**config.mk**
```make
export PLATFORM = sky130hd
export DESIGN_NAME = rtc_calendar_core
export DESIGN_NICKNAME = d
export VERILOG_FILES = /design/src/rtl/rtc_pkg.sv /design/src/rtl/rtc_prescaler.sv /design/src/rtl/rtc_calendar.sv /design/src/rtl/rtc_alarm.sv /design/src/rtl/rtc_calendar_core.sv
export SDC_FILE = /design/constraint.sdc
export NUM_CORES = 1
export LEC_CHECK = 0
export ABC_AREA = 1
export CORE_MARGIN = 4
export CORE_UTILIZATION = 55
export CTS_CLUSTER_SIZE = 8
export DETAILED_ROUTE_END_ITERATION = 8
export DONT_BUFFER_PORTS = 1
export HOLD_SLACK_MARGIN = 0.1
export PLACE_DENSITY = 0.7
export SYNTH_ARGS = -nofsm -noshare
export SYNTH_HDL_FRONTEND = slang
export SYNTH_HIERARCHICAL = 1
export SYNTH_SLANG_ARGS = --single-unit
```
**constraint.sdc**
```tcl
create_clock -name clk_i -period 4.7 [get_ports clk_i]
set_clock_uncertainty 0.05 [all_clocks]
set_input_delay 0.94 -clock clk_i [delete_from_list [all_inputs] [get_ports clk_i]]
set_output_delay 0.94 -clock clk_i [all_outputs]
set_load 0.05 [all_outputs]
```
**src/rtl/rtc_pkg.sv**
```systemverilog
package rtc_pkg;
  localparam int NUM_TIME = 7;
  localparam int NUM_ALM  = 6;

  typedef logic [NUM_TIME-1:0][7:0] time_vec_t;
  typedef logic [NUM_ALM-1:0][7:0]  alm_vec_t;

  localparam int F_SEC  = 0;
  localparam int F_MIN  = 1;
  localparam int F_HOUR = 2;
  localparam int F_DAY  = 3;
  localparam int F_MON  = 4;
  localparam int F_YEAR = 5;
  localparam int F_WDAY = 6;

  localparam logic [4:0] A_TIME_LAST = 5'd6;
  localparam logic [4:0] A_ALM0      = 5'd8;
  localparam logic [4:0] A_ALM_LAST  = 5'd13;
  localparam logic [4:0] A_CTRL      = 5'd14;
  localparam logic [4:0] A_IRQ       = 5'd15;
  localparam logic [4:0] A_COMP_LO   = 5'd16;
  localparam logic [4:0] A_COMP_HI   = 5'd17;
  localparam logic [4:0] A_STAT      = 5'd18;

  function automatic logic [7:0] bcd_inc(logic [7:0] v);
    if (v[3:0] == 4'd9) return {v[7:4] + 4'd1, 4'd0};
    return {v[7:4], v[3:0] + 4'd1};
  endfunction

  function automatic logic [6:0] bcd2bin(logic [7:0] v);
    return ({3'b0, v[7:4]} * 7'd10) + {3'b0, v[3:0]};
  endfunction

  function automatic logic [7:0] last_day(logic [7:0] mon, logic [7:0] year);
    logic [6:0] yb;
    yb = bcd2bin(year);
    case (mon)
      8'h02:                      return (yb[1:0] == 2'b00) ? 8'h29 : 8'h28;
      8'h04, 8'h06, 8'h09, 8'h11: return 8'h30;
      default:                    return 8'h31;
    endcase
  endfunction
endpackage

```
**src/rtl/rtc_prescaler.sv**
```systemverilog
module rtc_prescaler #(
  parameter int TICKS_PER_SEC = 32768
) (
  input  logic               clk_i,
  input  logic               rst_ni,
  input  logic               run_i,
  input  logic               tick_i,
  input  logic               apply_i,
  input  logic signed [15:0] comp_i,
  output logic               sec_pulse_o
);
  localparam int CNT_W = $clog2(TICKS_PER_SEC + 32768);
  localparam logic [CNT_W-1:0] FULL = CNT_W'(TICKS_PER_SEC - 1);

  logic [CNT_W-1:0] cnt_q;
  logic [CNT_W-1:0] reload;
  int               rl;

  // shortened or stretched second, floored at one tick
  always_comb begin
    rl = TICKS_PER_SEC - 1 - int'(comp_i);
    if (rl < 0) rl = 0;
    reload = apply_i ? CNT_W'(rl) : FULL;
  end

  assign sec_pulse_o = run_i && tick_i && (cnt_q == '0);

  always_ff @(posedge clk_i or negedge rst_ni) begin
    if (!rst_ni)          cnt_q <= FULL;
    else if (!run_i)      cnt_q <= FULL;
    else if (tick_i) begin
      if (cnt_q == '0)    cnt_q <= reload;
      else                cnt_q <= cnt_q - 1'b1;
    end
  end

  assert_full_second_R5: assert property (@(posedge clk_i) disable iff (!rst_ni)
    (sec_pulse_o && !apply_i) |=> (cnt_q == FULL));

  assert_floor_R9: assert property (@(posedge clk_i) disable iff (!rst_ni)
    (sec_pulse_o && apply_i && (int'(comp_i) >= TICKS_PER_SEC)) |=> (cnt_q == '0));
endmodule

```
**src/rtl/rtc_calendar.sv**
```systemverilog
module rtc_calendar
  import rtc_pkg::*;
(
  input  logic       clk_i,
  input  logic       rst_ni,
  input  logic       step_i,
  input  logic       we_i,
  input  logic [4:0] waddr_i,
  input  logic [7:0] wdata_i,
  output time_vec_t  time_o
);
  time_vec_t cur_q, nxt;
  logic c_min, c_hour, c_day, c_mon, c_year;

  always_comb begin
    nxt    = cur_q;
    c_min  = step_i && (cur_q[F_SEC] == 8'h59);
    c_hour = c_min  && (cur_q[F_MIN] == 8'h59);
    c_day  = c_hour && (cur_q[F_HOUR] == 8'h23);
    c_mon  = c_day  && (cur_q[F_DAY] == last_day(cur_q[F_MON], cur_q[F_YEAR]));
    c_year = c_mon  && (cur_q[F_MON] == 8'h12);
    if (step_i) nxt[F_SEC]  = c_min  ? 8'h00 : bcd_inc(cur_q[F_SEC]);
    if (c_min)  nxt[F_MIN]  = c_hour ? 8'h00 : bcd_inc(cur_q[F_MIN]);
    if (c_hour) nxt[F_HOUR] = c_day  ? 8'h00 : bcd_inc(cur_q[F_HOUR]);
    if (c_day) begin
      nxt[F_DAY]  = c_mon ? 8'h01 : bcd_inc(cur_q[F_DAY]);
      nxt[F_WDAY] = (cur_q[F_WDAY] == 8'h06) ? 8'h00 : cur_q[F_WDAY] + 8'h01;
    end
    if (c_mon)  nxt[F_MON]  = c_year ? 8'h01 : bcd_inc(cur_q[F_MON]);
    if (c_year) nxt[F_YEAR] = (cur_q[F_YEAR] == 8'h99) ? 8'h00 : bcd_inc(cur_q[F_YEAR]);
    // software write overrides the step on the addressed field
    if (we_i && (waddr_i <= A_TIME_LAST)) nxt[waddr_i[2:0]] = wdata_i;
  end

  always_ff @(posedge clk_i or negedge rst_ni) begin
    if (!rst_ni) begin
      cur_q         <= '0;
      cur_q[F_DAY]  <= 8'h01;
      cur_q[F_MON]  <= 8'h01;
    end else begin
      cur_q <= nxt;
    end
  end

  assign time_o = cur_q;

  assert_wday_range_R7: assert property (@(posedge clk_i) disable iff (!rst_ni)
    (cur_q[F_WDAY] <= 8'h06));
endmodule

```
**src/rtl/rtc_alarm.sv**
```systemverilog
module rtc_alarm
  import rtc_pkg::*;
(
  input  logic       clk_i,
  input  logic       rst_ni,
  input  logic       we_i,
  input  logic [4:0] addr_i,
  input  logic [7:0] wdata_i,
  input  time_vec_t  live_i,
  output alm_vec_t   alm_o,
  output logic       ie_o,
  output logic       flag_o
);
  alm_vec_t           alm_q;
  logic               ie_q, flag_q, match_q;
  logic [NUM_ALM-1:0] eq;
  logic               match, set_w, clr_w;
  logic [4:0]         off;

  for (genvar g = 0; g < NUM_ALM; g++) begin : g_cmp
    assign eq[g] = (live_i[g] == alm_q[g]);
  end

  assign match = &eq;
  assign set_w = match && !match_q && ie_q;
  assign clr_w = we_i && (addr_i == A_IRQ) && wdata_i[1];
  assign off   = addr_i - A_ALM0;

  always_ff @(posedge clk_i or negedge rst_ni) begin
    if (!rst_ni) begin
      alm_q   <= '0;
      ie_q    <= 1'b0;
      flag_q  <= 1'b0;
      match_q <= 1'b0;
    end else begin
      match_q <= match;
      if (we_i && (addr_i >= A_ALM0) && (addr_i <= A_ALM_LAST)) alm_q[off[2:0]] <= wdata_i;
      if (we_i && (addr_i == A_IRQ)) ie_q <= wdata_i[0];
      if (set_w)      flag_q <= 1'b1;
      else if (clr_w) flag_q <= 1'b0;
    end
  end

  assign alm_o  = alm_q;
  assign ie_o   = ie_q;
  assign flag_o = flag_q;

  assert_sticky_R11: assert property (@(posedge clk_i) disable iff (!rst_ni)
    (flag_q && !clr_w) |=> flag_q);

  assert_gated_R12: assert property (@(posedge clk_i) disable iff (!rst_ni)
    (!ie_q && !flag_q) |=> !flag_q);
endmodule

```
**src/rtl/rtc_calendar_core.sv**
```systemverilog
module rtc_calendar_core
  import rtc_pkg::*;
#(
  parameter int TICKS_PER_SEC = 32768
) (
  input  logic       clk_i,
  input  logic       rst_ni,
  input  logic       tick_i,
  input  logic       reg_we_i,
  input  logic [4:0] reg_addr_i,
  input  logic [7:0] reg_wdata_i,
  output logic [7:0] reg_rdata_o,
  output logic       running_o,
  output logic       alarm_irq_o
);
  logic       run_q, snap_q, cen_q, running_q;
  logic [7:0] comp_lo_q, comp_hi_q;
  time_vec_t  live, shadow_q;
  alm_vec_t   alm;
  logic       ie, flag, step, apply, ctrl_we, snap_rise, time_we;
  logic [4:0] alm_off;

  assign ctrl_we   = reg_we_i && (reg_addr_i == A_CTRL);
  assign snap_rise = ctrl_we && reg_wdata_i[1] && !snap_q;
  assign time_we   = reg_we_i && (reg_addr_i <= A_TIME_LAST);
  assign apply     = cen_q && (live[F_SEC] == 8'h00) && (live[F_MIN] == 8'h00);

  always_ff @(posedge clk_i or negedge rst_ni) begin
    if (!rst_ni) begin
      run_q     <= 1'b0;
      snap_q    <= 1'b0;
      cen_q     <= 1'b0;
      running_q <= 1'b0;
      comp_lo_q <= '0;
      comp_hi_q <= '0;
      shadow_q  <= '0;
    end else begin
      running_q <= run_q ? (running_q | tick_i) : 1'b0;
      if (snap_rise) shadow_q <= live;
      if (ctrl_we) begin
        run_q  <= reg_wdata_i[0];
        snap_q <= reg_wdata_i[1];
        cen_q  <= reg_wdata_i[2];
      end
      if (reg_we_i && (reg_addr_i == A_COMP_LO)) comp_lo_q <= reg_wdata_i;
      if (reg_we_i && (reg_addr_i == A_COMP_HI)) comp_hi_q <= reg_wdata_i;
    end
  end

  rtc_prescaler #(.TICKS_PER_SEC(TICKS_PER_SEC)) i_prescaler (
    .clk_i       (clk_i),
    .rst_ni      (rst_ni),
    .run_i       (run_q),
    .tick_i      (tick_i),
    .apply_i     (apply),
    .comp_i      ($signed({comp_hi_q, comp_lo_q})),
    .sec_pulse_o (step)
  );

  rtc_calendar i_calendar (
    .clk_i   (clk_i),
    .rst_ni  (rst_ni),
    .step_i  (step),
    .we_i    (reg_we_i),
    .waddr_i (reg_addr_i),
    .wdata_i (reg_wdata_i),
    .time_o  (live)
  );

  rtc_alarm i_alarm (
    .clk_i   (clk_i),
    .rst_ni  (rst_ni),
    .we_i    (reg_we_i),
    .addr_i  (reg_addr_i),
    .wdata_i (reg_wdata_i),
    .live_i  (live),
    .alm_o   (alm),
    .ie_o    (ie),
    .flag_o  (flag)
  );

  assign alm_off = reg_addr_i - A_ALM0;

  always_comb begin
    reg_rdata_o = 8'h00;
    if (reg_addr_i <= A_TIME_LAST)                              reg_rdata_o = shadow_q[reg_addr_i[2:0]];
    else if ((reg_addr_i >= A_ALM0) && (reg_addr_i <= A_ALM_LAST)) reg_rdata_o = alm[alm_off[2:0]];
    else if (reg_addr_i == A_CTRL)    reg_rdata_o = {5'b0, cen_q, snap_q, run_q};
    else if (reg_addr_i == A_IRQ)     reg_rdata_o = {6'b0, flag, ie};
    else if (reg_addr_i == A_COMP_LO) reg_rdata_o = comp_lo_q;
    else if (reg_addr_i == A_COMP_HI) reg_rdata_o = comp_hi_q;
    else if (reg_addr_i == A_STAT)    reg_rdata_o = {7'b0, running_q};
  end

  assign running_o   = running_q;
  assign alarm_irq_o = flag;

  assert_hold_R3: assert property (@(posedge clk_i) disable iff (!rst_ni)
    (!run_q && !time_we) |=> $stable(live));

  assert_running_drop_R4: assert property (@(posedge clk_i) disable iff (!rst_ni)
    !run_q |=> !running_o);

  assert_shadow_R2: assert property (@(posedge clk_i) disable iff (!rst_ni)
    !snap_rise |=> $stable(shadow_q));
endmodule

```
==> impl_metrics.env <==
export IMPL_status="complete, no violations"
export IMPL_synth_fp_nets=1872
export IMPL_finalSetupViolCount=0
export IMPL_vias=12000
export IMPL_syn_area_per_cell_sq_um=6.84
export IMPL_routed_wl_um=39200
export IMPL_ys_top_cells_by_area="dfrtp_1 (36%), nand2_1 (20%), inv_1 (6.3%)"
export IMPL_min_period_over_period_pct=79.8
export IMPL_netlist_area_leader_share_pct=36.4
export IMPL_layout_common_cells="nand2_1 (671), inv_1 (209), dfrtp_1 (182), nor2_1 (176), nand3_1 (132)"
export IMPL_hpwl_um=27600
export IMPL_cts_sinks=199
export IMPL_finalWeightedCongestion=0.959
export IMPL_slowest_stage="nor2_4"
export IMPL_cts_hold_buffers=0
export IMPL_cts_tree="built"
export IMPL_drt_iter0_drc=1353
export IMPL_cts_resized_gates=0
export IMPL_peakVddDrop_v=0.000213
export IMPL_syn_inst=1829
export IMPL_clock_latency_ps=440
export IMPL_synth_compound_area_share_pct=7.24
export IMPL_die_w_um=159
export IMPL_hold_class="in -> async"
export IMPL_postRouteAntennaNets=0
export IMPL_core_sq_um=22100
export IMPL_period_needed_ps=3750
export IMPL_tightest_slew_ps=916
export IMPL_cp_arrival_ps=4010
export IMPL_antenna_found_initial=0
export IMPL_port_buffers=0
export IMPL_netlist_top_cell_by_area="dfrtp_1"
export IMPL_cts_buffer_depth=2
export IMPL_postCtsSetupRepairBufs=0
export IMPL_worst_endpoint_required_ps=4960
export IMPL_finalMaxSlewViolations=0
export IMPL_cts_buffers=17
export IMPL_setup_tns_final_ps=0
export IMPL_synth_area_sq_um=12500
export IMPL_grtUsageTotal_pct=30.9
export IMPL_yosys_area_share_simple_pct=39.0
export IMPL_start_util_pct=56.6
export IMPL_rsz0062_at_grt="false"
export IMPL_nets=1841
export IMPL_path_class="reg -> reg"
export IMPL_dr_pass1_iters=5
export IMPL_ys_warn_count=6
export IMPL_cp_max_fo=23
export IMPL_synth_top_flop_cell="dfrtp_1"
export IMPL_p_per_area_nw_per_um2=383
export IMPL_ys_seq_elements=199
export IMPL_clk_pin_slew_ps=80
export IMPL_grt_max_degree=200
export IMPL_grt_pass1_wl_um=61800
export IMPL_rows=54
export IMPL_crit_chain="inv_1, ha_1, inv_1, nor2_1, nand2_1, nor2_2, nand2_2, nor2_1, nand2_1, nor2_2, nand3_4, nor3_4, nand3_2, nor2_4, inv_2, o211ai_1, o21ai_0"
export IMPL_synth_top_family_by_area="simple AND/OR/NAND/NOR gates"
export IMPL_die_y_um=159
export IMPL_cts_max_level=4
export IMPL_ys_seq_area_share_pct=40.0
export IMPL_synth_edf_count=0
export IMPL_die_area_sq_um=25200
export IMPL_final_common_cell="nand2_1"
export IMPL_slew_headroom_pct=38.5
export IMPL_clock_fmax_ghz=0.267
export IMPL_vias_per_cell=5.74
export IMPL_crit_path_end_kind="flip-flop"
export IMPL_fin_util_pct=59.9
export IMPL_p_leak_uw=0.00684
export IMPL_critPathMaxStageDelay_ps=460
export IMPL_cts_root_buf="clkbuf_16"
export IMPL_async_reset_ff_share_pct=100
export IMPL_io_pins=27
export IMPL_synth_mux_area_share_pct=0.0901
export IMPL_drc=0
export IMPL_finalHoldViolCount=0
export IMPL_startpoint_type="flip-flop"
export IMPL_cap_violations=0
export IMPL_synth_xor_area_share_pct=2.52
export IMPL_holdWs_ps=142
export IMPL_post_drt_wl_per_cell_um=18.8
export IMPL_grt_overflow=0
export IMPL_grt_pass1_vias=11000
export IMPL_area_growth_pct=5.89
export IMPL_drive_above_1_share_pct=5.30
export IMPL_synthAdderAreaFrac_pct=2.60
export IMPL_synth_cell_types=46
[worst max-delay path: cells and delay by family (launching register included)]
family	cells	cell delay [ps]
AND/OR/NAND/NOR	11	2320
buffers and inverters	3	380
flip-flops	1	380
adder cells (fa/ha/maj)	1	210
AO/OA/AOI/OAI	2	250
[area by class of cell]
cell class                      count  area, sq um
Antenna cell                        1         2.50
Clock buffer                       20          437
Clock inverter                     12          164
Fill cell                        2110         8850
Inverter                          216          813
Multi-Input combinational cell   1360         6440
Sequential cell                   199         5000
Tap cell                          280          350
Timing Repair Buffer                4         30.0
[registers in the layout, indices dropped and copies added (netlist names)]
| register | count |
|---|---|
| cen_q | 1 |
| comp_hi_q | 8 |
| comp_lo_q | 8 |
| i_alarm/alm_o | 48 |
| i_alarm/flag_o | 1 |
| i_alarm/ie_o | 1 |
| i_alarm/match_q | 1 |
| i_calendar/time_o | 56 |
| i_prescaler/cnt_q | 16 |
| run_q | 1 |
| running_o | 1 |
| shadow_q | 56 |
| snap_q | 1 |
[stage by stage]
step	instance area, sq um	worst slack [ps]	power [uW]	cells
floorplan	12500	1500	3180	1829
global placement	12600	1130	3490	2059
detailed placement	12600	1030	3520	2059
CTS	13200	1020	5060	2091
global route	13200	603	5370	2091
finish	13200	949	5070	2092
[logic make-up (layout without fill, tap and decap cells)]
group           after synthesis  count (layout)
fa+ha+maj                    26              26
xor+xnor                     36              36
flops                       199             199
simple gates               1130            1130
buf+inv                     270             252
compound gates              167             167
mux                           1               1
other cells                   0               1
[report_power, final]
group          switching (uW)  total, uW  internal (uW)  leakage, uW
logic                     682       1100            419      0.00406
registers                 430       2430           2000      0.00249
clock network             696       1540            848     0.000284
total                    1810       5070           3260      0.00684
[metal layers]
layer	wire length, um	part of all wire (%)	GRT usage [%]
met1	17700	45	45.0
met2	17300	44	45.5
met3	3130	8.0	6.95
met4	1150	2.9	11.2
met5	0	0	0
[cells in the mapped netlist (2+ instances only)]
cell      number
dfrtp_1      182
nor2_1       176
nor2_2        12
nor4_4         2
o21ai_0       93
nor4_1         5
a211oi_1       2
xor2_1        14
nand2_1      671
buf_6          3
buf_4          2
ha_1          26
nor3_1        18
o21bai_1       3
a21oi_1       42
buf_1          6
clkbuf_1      28
a21oi_2        2
nor2_4         8
buf_2         15
xnor2_1       22
o211ai_1       2
a22oi_1        3
a31oi_1        6
o22ai_1        8
nand3b_1       4
inv_2          4
inv_1        210
nand4_1       85
or2_2          3
dfstp_2       17
nor3_4         3
nand2_2        7
nand3_1      133
[path summary, 6_finish.rpt]
kind	from	to	slack [ps]	cells past startpoint
hold / removal	rst_ni	i_prescaler/cnt_q[15]$_DFFE_PN0P_	140	0
setup reg to reg	i_prescaler/cnt_q[0]$_DFFE_PN1P_	i_calendar/time_o[30]$_DFF_PN0_	950	17
hold reg to reg	shadow_q[42]$_DFFE_PN0P_	shadow_q[42]$_DFFE_PN0P_	430	2
max in group asynchronous	rst_ni	comp_lo_q[3]$_DFFE_PN0P_	3970	0
setup / recovery	i_prescaler/cnt_q[0]$_DFFE_PN1P_	i_calendar/time_o[30]$_DFF_PN0_	950	17
min in group clk_i	shadow_q[42]$_DFFE_PN0P_	shadow_q[42]$_DFFE_PN0P_	430	2
Power figures use the tool's default switching activity.
